File: src/rtl/pairbus_pkg.sv
package pairbus_pkg;

    localparam int ADDR_W     = 17;
    localparam int DATA_W     = 32;
    localparam int BE_W       = DATA_W / 8;
    localparam int HDR_CYC    = 1;
    localparam int ADDR_PAIRS = (ADDR_W - 1) / 2;
    localparam int WORD_PAIRS = DATA_W / 2;
    localparam int BYTE_PAIRS = 8 / 2;
    localparam int DATA_START = HDR_CYC + ADDR_PAIRS;
    localparam int CNT_W      = $clog2(DATA_START + WORD_PAIRS + 1) + 1;

    typedef enum logic {
        MODE_BYTE = 1'b0,
        MODE_WORD = 1'b1
    } width_mode_e;

    typedef struct packed {
        logic [ADDR_W-1:0] addr;
        logic [DATA_W-1:0] data;
        logic [BE_W-1:0]   be;
    } wr_cmd_t;

    function automatic logic [CNT_W-1:0] frame_cycles(width_mode_e m);
        int n;
        n = DATA_START + ((m == MODE_WORD) ? WORD_PAIRS : BYTE_PAIRS);
        return CNT_W'(n);
    endfunction

    function automatic logic [BE_W-1:0] lane_mask(width_mode_e m);
        return (m == MODE_WORD) ? {BE_W{1'b1}} : BE_W'(1);
    endfunction

endpackage

File: src/rtl/pairbus_deser.sv
module pairbus_deser
    import pairbus_pkg::*;
(
    input  logic        clk,
    input  logic        rst,
    input  width_mode_e mode,
    input  logic        req,
    input  logic [1:0]  din,
    output logic        cmd_vld,
    output wr_cmd_t     cmd
);

    logic              req_q;
    logic [CNT_W-1:0]  cnt;
    logic              wflag;
    logic [ADDR_W-1:0] addr_sh;
    logic [DATA_W-1:0] data_sh;
    logic              len_ok;

    assign len_ok = (cnt == frame_cycles(mode));

    always_ff @(posedge clk) begin
        if (rst) begin
            req_q   <= 1'b0;
            cnt     <= '0;
            wflag   <= 1'b0;
            addr_sh <= '0;
            data_sh <= '0;
            cmd_vld <= 1'b0;
            cmd     <= '0;
        end else begin
            req_q   <= req;
            cmd_vld <= 1'b0;
            if (req) begin
                if (!req_q) begin
                    cnt     <= CNT_W'(1);
                    wflag   <= din[0];
                    addr_sh <= {{(ADDR_W-1){1'b0}}, din[1]};
                    data_sh <= '0;
                end else begin
                    if (cnt != {CNT_W{1'b1}})
                        cnt <= cnt + 1'b1;
                    for (int k = 1; k <= ADDR_PAIRS; k++) begin
                        if (cnt == CNT_W'(k))
                            addr_sh[2*k-1 +: 2] <= din;
                    end
                    for (int j = 0; j < WORD_PAIRS; j++) begin
                        if (cnt == CNT_W'(DATA_START + j))
                            data_sh[2*j +: 2] <= din;
                    end
                end
            end else if (req_q) begin
                cmd_vld   <= wflag && len_ok;
                cmd.addr  <= addr_sh;
                cmd.data  <= (mode == MODE_WORD) ? data_sh
                                                 : {{(DATA_W-8){1'b0}}, data_sh[7:0]};
                cmd.be    <= lane_mask(mode);
            end
        end
    end

endmodule

File: src/rtl/pairbus_range_gate.sv
module pairbus_range_gate
    import pairbus_pkg::*;
#(
    parameter logic [ADDR_W-1:0] BASE_ADDR  = 17'h1A5C0,
    parameter int                BANK_DEPTH = 8,
    localparam int               IDX_W      = (BANK_DEPTH > 1) ? $clog2(BANK_DEPTH) : 1
) (
    input  logic             clk,
    input  logic             rst,
    input  logic             cmd_vld,
    input  wr_cmd_t          cmd,
    output logic             wr_en,
    output wr_cmd_t          wr_cmd,
    output logic [IDX_W-1:0] wr_idx
);

    localparam logic [ADDR_W:0] LO = {1'b0, BASE_ADDR};
    localparam logic [ADDR_W:0] HI = LO + (ADDR_W+1)'(BANK_DEPTH);

    logic [ADDR_W:0]   addr_x;
    logic              hit;
    logic [ADDR_W-1:0] offs;

    assign addr_x = {1'b0, cmd.addr};
    assign hit    = (addr_x >= LO) && (addr_x < HI);
    assign offs   = cmd.addr - BASE_ADDR;

    always_ff @(posedge clk) begin
        if (rst) begin
            wr_en  <= 1'b0;
            wr_cmd <= '0;
            wr_idx <= '0;
        end else begin
            wr_en <= cmd_vld && hit;
            if (cmd_vld) begin
                wr_cmd <= cmd;
                wr_idx <= offs[IDX_W-1:0];
            end
        end
    end

endmodule

File: src/rtl/pairbus_regbank.sv
module pairbus_regbank
    import pairbus_pkg::*;
#(
    parameter int  BANK_DEPTH = 8,
    localparam int IDX_W      = (BANK_DEPTH > 1) ? $clog2(BANK_DEPTH) : 1
) (
    input  logic              clk,
    input  logic              rst,
    input  logic              we,
    input  logic [IDX_W-1:0]  idx,
    input  logic [DATA_W-1:0] wdata,
    input  logic [BE_W-1:0]   be,
    input  logic [IDX_W-1:0]  peek_idx,
    output logic [DATA_W-1:0] peek_data
);

    logic [DATA_W-1:0] mem [BANK_DEPTH];

    for (genvar loc = 0; loc < BANK_DEPTH; loc++) begin : g_loc
        for (genvar ln = 0; ln < BE_W; ln++) begin : g_lane
            always_ff @(posedge clk) begin
                if (rst)
                    mem[loc][8*ln +: 8] <= '0;
                else if (we && be[ln] && (idx == IDX_W'(loc)))
                    mem[loc][8*ln +: 8] <= wdata[8*ln +: 8];
            end
        end
    end

    always_comb begin
        peek_data = '0;
        for (int i = 0; i < BANK_DEPTH; i++) begin
            if (peek_idx == IDX_W'(i))
                peek_data = mem[i];
        end
    end

endmodule

File: src/rtl/pairbus_wr_slave.sv
module pairbus_wr_slave
    import pairbus_pkg::*;
#(
    parameter logic [16:0] BASE_ADDR  = 17'h1A5C0,
    parameter int          BANK_DEPTH = 8,
    localparam int         IDX_W      = (BANK_DEPTH > 1) ? $clog2(BANK_DEPTH) : 1
) (
    input  logic             clk,
    input  logic             rst,
    input  logic             wide_mode,
    input  logic             req,
    input  logic [1:0]       din,
    output logic             lw_en,
    output logic [16:0]      lw_addr,
    output logic [31:0]      lw_data,
    output logic [3:0]       lw_be,
    output logic             ack,
    input  logic [IDX_W-1:0] peek_idx,
    output logic [31:0]      peek_data
);

    width_mode_e      mode;
    logic             cmd_vld;
    wr_cmd_t          cmd;
    wr_cmd_t          wr_cmd;
    logic [IDX_W-1:0] wr_idx;

    assign mode = width_mode_e'(wide_mode);

    pairbus_deser u_deser (
        .clk     (clk),
        .rst     (rst),
        .mode    (mode),
        .req     (req),
        .din     (din),
        .cmd_vld (cmd_vld),
        .cmd     (cmd)
    );

    pairbus_range_gate #(
        .BASE_ADDR  (BASE_ADDR),
        .BANK_DEPTH (BANK_DEPTH)
    ) u_gate (
        .clk     (clk),
        .rst     (rst),
        .cmd_vld (cmd_vld),
        .cmd     (cmd),
        .wr_en   (lw_en),
        .wr_cmd  (wr_cmd),
        .wr_idx  (wr_idx)
    );

    pairbus_regbank #(
        .BANK_DEPTH (BANK_DEPTH)
    ) u_bank (
        .clk       (clk),
        .rst       (rst),
        .we        (lw_en),
        .idx       (wr_idx),
        .wdata     (wr_cmd.data),
        .be        (wr_cmd.be),
        .peek_idx  (peek_idx),
        .peek_data (peek_data)
    );

    assign lw_addr = wr_cmd.addr;
    assign lw_data = wr_cmd.data;
    assign lw_be   = wr_cmd.be;

    always_ff @(posedge clk) begin
        if (rst) ack <= 1'b0;
        else     ack <= lw_en;
    end

endmodule

File: config.mk
export PLATFORM = sky130hd
export DESIGN_NAME = pairbus_wr_slave
export DESIGN_NICKNAME = d
export VERILOG_FILES = /design/src/rtl/pairbus_pkg.sv /design/src/rtl/pairbus_deser.sv /design/src/rtl/pairbus_range_gate.sv /design/src/rtl/pairbus_regbank.sv /design/src/rtl/pairbus_wr_slave.sv
export SDC_FILE = /design/constraint.sdc
export NUM_CORES = 1
export LEC_CHECK = 0
export BUFFER_PORTS_ARGS = -buffer_cell sky130_fd_sc_hd__buf_2
export CORE_ASPECT_RATIO = 1.4
export CORE_MARGIN = 2
export CORE_UTILIZATION = 35
export DETAILED_ROUTE_END_ITERATION = 8
export HOLD_SLACK_MARGIN = 0.02
export REMOVE_ABC_BUFFERS = 1
export SYNTH_ARGS = -nofsm -noshare
export SYNTH_HDL_FRONTEND = slang
export SYNTH_SLANG_ARGS = --single-unit
File: constraint.sdc
create_clock -name clk -period 4.4 [get_ports clk]
set_input_delay 0.22 -clock clk [delete_from_list [all_inputs] [get_ports clk]]
set_output_delay 0.22 -clock clk [all_outputs]
set_load 0.05 [all_outputs]
# Yosys cells after proc, flatten, opt, wreduce, memory -nomap -nowiden

Memory sizes are Yosys's and may differ from the RTL's.
Index checks and enable logic that the tools add are counted.

Flip-flop bits (word level): 169
RAM bits: 256
Input bits: 9
Memories kept: 1

$add $sub $neg: 3
Order comparisons: 2
Equality and inequality tests: 65
Mux-type cells: 169
Bitwise operators: 34
Reduce and logical (&&, ||, !) cells: 69

Memories:

| memory     | depth | width | rd ports | clocked after Yosys merged registers in | write ports | line                  | RTL |
|---|---|---|---|---|---|---|---|
| u_bank.mem | 8     | 32    | 8        | 0                                       | 8           | pairbus_regbank.sv:17 | `logic [DATA_W-1:0] mem [BANK_DEPTH];` |

Operator list:

| cell                   | number |
|---|---|
| $mux W32               | 10 |
| $mux W8                | 32 |
| $mux W1                | 98 |
| $eq A6 B5 Y1 const B   | 9 |
| $reduce_and A2 Y1      | 27 |
| $ne A2 B2 Y1 const B   | 25 |
| $eq A6 B4 Y1 const B   | 8 |
| $mux W2                | 24 |
| $logic_and A1 B1 Y1    | 39 |
| $or A1 B1 Y1           | 32 |
| $eq A3 B3 Y1 const B   | 8 |
| $eq A6 B3 Y1 const B   | 4 |
| $ge A17 B17 Y1 const B | 1 |
| $lt A17 B17 Y1 const B | 1 |
| $mux W16               | 1 |
| $eq A3 B2 Y1 const B   | 4 |
| $eq A6 B2 Y1 const B   | 2 |
| $mux W6                | 2 |
| $add A5 B6 Y6 const A  | 1 |
| $add A6 B1 Y6 const B  | 1 |
| $eq A3 B1 Y1 const B   | 2 |
| $eq A6 B1 Y1 const B   | 1 |
| $eq A6 B6 Y1           | 1 |
| $logic_not A3 Y1       | 2 |
| 6 further kinds        | 7 |

# Depth between registers and ports, before layout

Gate-level depths: netlist of the first run.

Depth after elaboration: 9
Gate-level depth with buffers: 6

# By module

From an unflattened synthesis of the first run, not the netlist that was laid out.

Cells, all modules: 1673
Area, all modules: 18992.0 sq um

Modules (own cells, without submodules):

| module             | times used | cells an instance | area an instance (sq um) | seq. area each (sq um) |
|---|---|---|---|---|
| pairbus_regbank    | 1          | 990               | 12599.6                  | 7687.4 |
| pairbus_deser      | 1          | 501               | 4408.0                   | 2182.1 |
| pairbus_range_gate | 1          | 180               | 1950.6                   | 1081.0 |
| pairbus_wr_slave   | 1          | 2                 | 33.8                     | 20.0 |

# Least setup slack after synthesis of the first run

Ideal clock, no wire load.

Kind: reg-to-reg
Start: reg u_gate.wr_cmd[2] (netlist name)
End: mem u_bank.mem[5][8], in the netlist u_bank.mem[1][40], enable pin
Setup time: 0.438 ns
Arrival: 2.790 ns
Required time: 3.962 ns
Slack: 1.172 ns
Cell stages (with the launch flop): 3
Buffers on the path: 0
Clock period less this slack: 3.228 ns
Cell sequence: dfxtp_1 nand2_1 o21ai_0

RTL lines:

| element          | line |
|---|---|
| end: declaration | pairbus_regbank.sv:17 |

# Final worst setup path of the first run

Start: in peek_idx[0]
End: out peek_data[10]

Word-level cells in the longest chain between the ends: 9

RTL lines:

| element                | line                   | RTL |
|---|---|---|
| start: declaration     | pairbus_wr_slave.sv:18 | `input logic [IDX_W-1:0] peek_idx,` |
| $logic_not A3 Y1       | pairbus_regbank.sv:33  | `if (peek_idx == IDX_W'(i))` |
| $mux W32 (7 in series) | pairbus_regbank.sv:33  |  |
| $mux W32 (*)           | pairbus_regbank.sv:33  |  |
| end: declaration       | pairbus_wr_slave.sv:19 | `output logic [31:0] peek_data` |

Every way passes the cells marked *; elsewhere a longest branch is shown, timed or not.

==> results.ini, run 1 <==
[drt]
drc_errors=0
dr_total_vias=12021
first_pass_iters=6
via_per_inst=5.31
wire_per_inst_um=20.8
wl_um=47100
drt_iter0_markers=752
drtAntennaViolNets=0

[floorplanning]
rows=98
io_pins=96
die_h_um=273
core_area_um2=51100
die_area_um2=53700
die_w_um=196
initial_core_util_pct=35.5

[clock_network]
clk_latency_ps=550
cts_tree=yes
htree_levels=2
cts_buffer_depth=3
root_buffer=clkbuf_16
clk_pin_slew_ps=60
cts_made_buffers=42
cts_sinks=418

[power_and_ir_drop]
p_leak_nw=7.12
peakVddDrop_mv=0.254
p_per_area_nw_per_um2=417

[final_layout]
drive_gt1_share_pct=17.2
fin_nets=1593
nFillCells=4803
area_delta_synth_final_pct=13.6
num_antenna_cells=0
utilization_pct=40.3

[yosys]
ys_async_sr_fraction_pct=0
syn_area_um2=18100
synthCells=1536
synth-seq-cells=418
syn_avg_cell_area_um2=11.8
yosysSeqAreaShare_pct=60.3
yosysWarnings=0
ys.flop_type=edfxtp_1
synth-edff-count=256
ys_types=48

[sta]
slew_viol_final=0
post-route-min-period_ps=2710
finalSetupTns_ps=0
tightest_slew_ps=1260
fmax_mhz=368
relSlewSlack_pct=15.4
setup_viol=0
hold_viol=0
rsz0062_at_grt=no
skew_ps=25.2
fin_crit_sh_pct=61.7
whs_ps=135

[run]
maxCapViolCount=0

[worst_setup_path]
required_ps=4180
endpoint_kind=output pin
critical-path-top-delay-family=buffers and inverters
worstSetupPathType=input port to output pin
max_stage_delay_ps=440
cp_slowest_cell=buf_4
path_cells=buf_4 > buf_12 > mux2_2 > a222oi_1 > a32oi_1 > buf_2
cp.depth=6
reg2reg_depth=2
r2r_setup_slack_ps=2090
worst-path-buf-inv=3
critPathMaxFanout=82
startpoint_type=input port
arrival_ps=2490

[hold_path]
hold_class=input port to flop
min_path_cells=2

[run_status]
status=finished clean

[grt]
grt_pass1_vias=12005
grt_usage_pct=17.4
grt-ovfl-total=0
antenna_found_initial=0
grt_max_degree=83
grt_pass1_wl_um=72000

[placement]
dp_hpwl_um=29100
place.gp.congestion=0.791
io_buffers=95

[area by class of cell]
cell class	count	area (um2)	area share, %
sequential	418	10900	53.0
tap	650	813	3.94
timing repair buffer	125	723	3.51
inverter	3	11.3	0.0546
clock inverter	21	262	1.27
clock buffer	55	1170	5.69
multi-input combinational	990	6700	32.5
[worst reg2reg max path: stages, from the launching register on]
cell and delay, ps:
dfxtp_1 560, nand3b_1 290, o21ai_0 1040
[per-layer routing]
layer / vias to the layer above / part of all wire, % / track usage (%)
li1: 5651 / - / -
met1: 5964 / 41 / 21.2
met2: 326 / 51 / 31.4
met3: 80 / 5.0 / 2.70
met4: 0 / 3.0 / 5.98
met5: - / 0 / 0
[state kept, by name, summed over array words and instances (netlist names)]
name             flops
ack                  1
u_bank.mem         256
u_deser.addr_sh     17
u_deser.cmd         51
u_deser.cmd_vld      1
u_deser.cnt          6
u_deser.data_sh     32
u_deser.req_q        1
u_deser.wflag        1
u_gate.wr_cmd       49
u_gate.wr_en         1
u_gate.wr_idx        2
[logic make-up after synthesis]
family | synth area share (%)
compound gates | 8.41
mux | 10.1
simple gates | 17.9
fa+ha+maj | 0.276
flops | 60.3
buf+inv | 3.08
[cells in the mapped netlist (26+ instances only)]
| master | count | area, um2 |
|---|---|---|
| nor2b_1 | 36 | 225 |
| edfxtp_1 | 256 | 7690 |
| o21ai_0 | 59 | 295 |
| a222oi_1 | 26 | 260 |
| and2_1 | 260 | 1630 |
| mux2_2 | 58 | 653 |
| mux2i_1 | 90 | 901 |
| buf_2 | 28 | 140 |
| nor2_1 | 69 | 259 |
| nand3_1 | 66 | 330 |
| clkbuf_1 | 81 | 304 |
| dfxtp_1 | 162 | 3240 |
| a32oi_1 | 26 | 228 |
| a21oi_1 | 76 | 380 |
| nand2_1 | 122 | 458 |
[through the flow]
step	area (um2)	total power, mW	cells	worst slack, ps
finish	20600	8.60	2262	1690
global placement	19200	4.96	2183	1600
CTS	20600	8.68	2261	1600
floorplan	17600	4.74	1411	401
detailed placement	19200	4.97	2183	1590
global route	20600	8.87	2262	1520
[final timing paths]
kind | end | from
setup reg to reg | u_bank.mem[0][36] | u_gate.wr_en
hold / removal | u_deser.req_q | req
setup / recovery | peek_data[10] | peek_idx[0]
hold reg to reg | u_deser.cmd[13] | u_deser.cmd[13]
[cell usage in the layout (no fill, tap or decap), types with 49 or more instances in the layout]
cell type / count
a21oi_1: 76
and2_1: 260
buf_2: 93
dfxtp_1: 161
edfxtp_1: 256
mux2_2: 58
mux2i_1: 90
nand2_1: 122
nand3_1: 66
nor2_1: 69
o21ai_0: 49
[power by group]
part           internal (mW)  total (mW)  leakage, nW  switching (mW)
combinational          0.163       0.576         2.67           0.414
sequential              4.27        4.30         3.74          0.0379
clock                   2.19        3.72        0.713            1.53
[timing repair]
item	CTS	global route
setup endpoints to repair	0	0
hold endpoints to repair	2	0
gates resized for setup	0	0
hold buffers	2	0
buffers inserted	0	0
No activity file was read; power rests on OpenSTA's default activity.
==> run 2: changes to the inputs <==
==> constraint.sdc (replaced) <==
create_clock -name clk -period 2.5 [get_ports clk]
set_input_delay 0.125 -clock clk [delete_from_list [all_inputs] [get_ports clk]]
set_output_delay 0.125 -clock clk [all_outputs]
set_load 0.05 [all_outputs]
==> run 2 against run 1 <==
Effect of this change:
- hold slack worse by 39 ps
- clock power grew 73%
- sequential share of layout area is 1.2 points lower
- cell count up 1.8%
- register-to-register slack lost 1500 ps
- non-clock buffer count is 38 higher
- routed wire length about the same
- count of clock-buffer cells in the layout increased by 10
- critical path depth decreased by 2
- die area unchanged
- sequential power up 76%
- total power up 76%
- critical path type is now flop to output pin
==> results.ini, run 2 (same netlist as run 1, synthesis figures left out) <==
[run_status]
status=finished clean

[floorplanning]
initial_core_util_pct=35.5
die_h_um=273
die_w_um=196
core_area_um2=51100
io_pins=96
die_area_um2=53700
rows=98

[sta]
rsz0062_at_grt=no
finalSetupTns_ps=0
hold_viol=0
fin_crit_sh_pct=89.2
setup_viol=0
whs_ps=96.0
slew_viol_final=0
relSlewSlack_pct=41.2
fmax_mhz=449
tightest_slew_ps=882
skew_ps=22.4
setup_ws_ps=271
post-route-min-period_ps=2230

[clock_network]
cts_sinks=418
cts_buffer_depth=3
post_cts_resized=0
cts_made_buffers=43
clk_latency_ps=540
cts_setup_buffers=0
cts_tree=yes
clk_pin_slew_ps=60
htree_levels=2
root_buffer=clkbuf_16
ctsHoldBuffers=4

[power_and_ir_drop]
power_frac_clock_pct=42.6
p_per_area_nw_per_um2=719
combPwrFrac_pct=7.4
p_leak_nw=7.37
seqPwrFrac_pct=50.0
switchingPower_mw=3.42
p_sw_share_pct=22.5
peakVddDrop_mv=0.408
internal_power_mw=11.7

[worst_setup_path]
reg2reg_depth=3
endpoint_kind=output pin
startpoint_type=flop
r2r-end=u_bank.mem[0][17]
worstSetupPathType=flop to output pin
cp_slowest_cell=a222oi_1
required_ps=2380
r2r_start=u_gate.wr_idx[1]
r2r_setup_slack_ps=550
max_stage_delay_ps=450
critical-path-top-delay-family=compound AO/OA/AOI/OAI gates
critPathMaxFanout=1
path_cells=mux2_2 > a222oi_1 > a32oi_1 > buf_12
worst-path-buf-inv=1
worstSetupStartpoint=u_bank.mem[1][36]
arrival_ps=2100

[final_layout]
largest_register_ffs=256
fin_nets=1632
multi_input_area_um2=6700
seq_area_um2=10900
area_delta_synth_final_pct=16.2
nFillCells=4740
final_common_cell=and2_1
stdcell_area_um2=21100
drive_gt1_share_pct=18.9
utilization_pct=41.2
final_cell_mix=and2_1 (260), edfxtp_1 (256), dfxtp_1 (161), nand2_1 (122), mux2i_1 (90)
num_antenna_cells=0
max_flop_register=u_bank.mem
reg_top3=u_bank.mem: 256 flops, u_deser.cmd: 51 flops, u_gate.wr_cmd: 49 flops

[placement]
detailedPlace.worstSlack_ps=456
io_buffers=95
dp_hpwl_um=29900
postPlaceCellArea_um2=19600
place.gp.congestion=0.814

[run]
maxCapViolCount=0

[drt]
dr_total_vias=12134
drc_errors=0
first_pass_iters=6
via_per_inst=5.27
wl_um=47100
drtAntennaViolNets=0
wire_per_inst_um=20.5
drt_iter0_markers=1099

[grt]
grt_max_degree=85
grt-ovfl-total=0
grt_usage_pct=17.5
antenna_found_initial=0
grt_pass1_wl_um=72700
grt_pass1_vias=12187

[hold_path]
min_to=u_deser.cmd[2]
min_path_cells=3
hold_start=wide_mode
hold_class=input port to flop

run 2: cell types whose count changed in the layout (fill, tap and decap cells not counted), sizes merged:
cell / delta
bufinv: -3
clkbuf: +9
buf: +37
dlygate4sd3: +2
inv: -3
clkinv: -2
run 2: final cells by class:
type,instances,share of cell area [%]
multi-input cells,990,31.8
inverters,3,0.0534
clock buffers,65,6.25
clock inverters,13,0.564
well taps,650,3.86
repair buffers,163,5.64
flip-flops and latches,418,51.9
run 2: worst max path at each step:
stage,to,cells after the start
final,peek_data[4],4
after global routing,peek_data[4],4
after CTS,peek_data[4],4
after detailed placement,peek_data[19],6
after global placement,peek_data[4],7
after floorplan,u_bank.mem[1][40],2
run 2: worst register-to-register path: cells and delay by family, from the launching register on:
| kind | cells | cell delay, ps |
|---|---|---|
| flip-flops | 1 | 430 |
| AND/OR/NAND/NOR | 3 | 1380 |
run 2: layer usage:
metal,track usage (%),wire (um),vias up
li1,-,-,5709
met1,21.8,19400,6031
met2,31.3,24200,315
met3,2.27,2160,79
met4,5.90,1320,0
met5,0,0,-
run 2: through the flow:
stage                     total power, mW  instances
final                                15.2       2302
after global routing                 15.6       2302
after CTS                            15.3       2302
after detailed placement             8.85       2220
after global placement               8.84       2220
after floorplan                      8.33       1411
run 2: power groups by stage:
stage	Combinational, mW	Clock, mW	Sequential (mW)
5_1_grt	1.19	6.85	7.59
4_1_cts	1.14	6.58	7.57
2_1_floorplan	0.628	0	7.71
3_3_place_gp	1.12	0	7.72
6_report	1.13	6.45	7.57
3_5_place_dp	1.13	0	7.72
==> run 3: changes to the inputs <==
==> constraint.sdc (replaced) <==
create_clock -name clk -period 2.04 [get_ports clk]
set_input_delay 0.102 -clock clk [delete_from_list [all_inputs] [get_ports clk]]
set_output_delay 0.102 -clock clk [all_outputs]
set_load 0.05 [all_outputs]
==> run 3 against run 2 <==
Effect of this change:
- the run now ends with setup timing left
- cell count up 0.52%
- sequential share of layout area down 1.2 points
- die area unchanged
- largest cell class unchanged
- total power up 23%
- global-route usage up 0.46 points
- first-iteration DRC count down 14%
- via count up 1.4%
- count of clock-buffer cells in the layout down 10
- clock power up 22%
- cell area up 2.5%
==> results.ini, run 3 (same netlist as run 1, synthesis figures left out) <==
[run_status]
status=complete, but fails checks
failed_checks=setup timing

[floorplanning]
initial_core_util_pct=35.5
core_area_um2=51100
die_area_um2=53700
die_w_um=196
io_pins=96
die_h_um=273
rows=98

[placement]
place.gp.congestion=0.827
detailedPlace.worstSlack_ps=157
place_inst=2231
dp_hpwl_um=30200
postPlaceCellArea_um2=20000
io_buffers=95

[worst_setup_path]
worstSetupPathType=flop to output pin
required_ps=1940
cp_slowest_cell=edfxtp_1
endpoint_kind=output pin
max_stage_delay_ps=370
critPathMaxFanout=1
worstSetupStartpoint=u_bank.mem[1][10]
arrival_ps=1990
r2r_start=u_deser.cnt[1]
startpoint_type=flop
path_cells=mux2_2 > a222oi_1 > a32oi_2 > buf_12

[final_layout]
largest_register_ffs=256
area_delta_synth_final_pct=19.1
drive_gt1_share_pct=19.8
final_common_cell=and2_1
reg_top3=u_bank.mem: 256 flops, u_deser.cmd: 51 flops, u_gate.wr_cmd: 49 flops
final_cell_mix=and2_1 (260), edfxtp_1 (256), dfxtp_1 (161), nand2_1 (122), mux2i_1 (90)
final-instance-count-excl-fill=2314
stdcell_area_um2=21600
max_flop_register=u_bank.mem
fin_nets=1643
nFillCells=4766
num_antenna_cells=0

[sta]
hold_viol=0
slew_viol_final=0
skew_ps=19.0
relSlewSlack_pct=59.1
tightest_slew_ps=612
setup_ws_ps=-47.9
fmax_mhz=479
finalSetupTns_ps=-278
rsz0062_at_grt=yes
fin_crit_sh_pct=102
post-route-min-period_ps=2090
setup_viol=10

[clock_network]
cts_buffer_depth=3
root_buffer=clkbuf_16
htree_levels=2
cts_made_buffers=43
cts_tree=yes
cts_setup_buffers=0
clk_latency_ps=570
cts_sinks=418
clk_pin_slew_ps=60

[grt]
grt_pass1_wl_um=74000
grt-ovfl-total=0
grt_pass1_vias=12200
grt_usage_pct=18.0
antenna_found_initial=0
grt_max_degree=121

[drt]
wire_per_inst_um=21.1
drt_iter0_markers=942
first_pass_iters=6
dr_total_vias=12308
wl_um=48700
drtAntennaViolNets=0
drc_errors=0
via_per_inst=5.32

[run]
maxCapViolCount=0

[power_and_ir_drop]
power_mw=18.7
p_per_area_nw_per_um2=864
p_leak_nw=7.56
peakVddDrop_mv=0.587

[hold_path]
hold_class=input port to flop
hold_start=wide_mode

-- run 3: power by group --
part / total, mW / leakage (nW) / internal (mW) / switching, mW
logic: 1.52 / 3.15 / 0.573 / 0.946
clock network: 7.85 / 0.678 / 4.49 / 3.37
registers: 9.29 / 3.74 / 9.20 / 0.0926
-- run 3: repair_timing --
item	CTS	global route
hold buffers	4	0
endpoints found under the hold margin	12	0
setup endpoints to repair	24	31
pin swaps	38	12
gates resized for setup	26	27
-- run 3: final timing paths --
kind              cells after the start  slack (ps)                  to
hold / removal                        3          40      u_deser.cmd[2]
setup / recovery                      4         -50       peek_data[10]
hold reg to reg                       2         450     u_deser.cmd[28]
setup reg to reg                      6         310  u_deser.data_sh[0]
-- run 3: worst max-delay path, delay by kind of cell (launching register included) --
kind	cells	cell delay, ps
AOI/OAI and AO/OA	2	570
DFF	1	370
muxes	1	270
buffers and inverters	1	210
-- run 3: cell type report --
class                           count  area [um2]  area share (%)
Clock buffer                       55        1170            5.43
Clock inverter                     24         234            1.08
Inverter                            3        11.3          0.0521
Multi-Input combinational cell    990        6810            31.5
Sequential cell                   418       10900            50.6
Tap cell                          650         813            3.76
Timing Repair Buffer              174        1630            7.53
-- run 3: metrics by stage --
step                      hold slack (ps)  utilization [%]
after CTS                            31.4             42.1
after global placement                360             39.1
final                                39.1             42.3
after floorplan                       171                -
after global routing                 75.1             42.3
after detailed placement              366             39.1
-- run 3: per-layer routing --
layer	wire, um	track usage [%]	vias up	share of wire, %
li1	-	-	5743	-
met1	19900	22.0	6124	41
met2	25000	32.5	360	51
met3	2450	2.22	81	5.0
met4	1450	6.20	0	3.0
met5	0	0	-	0
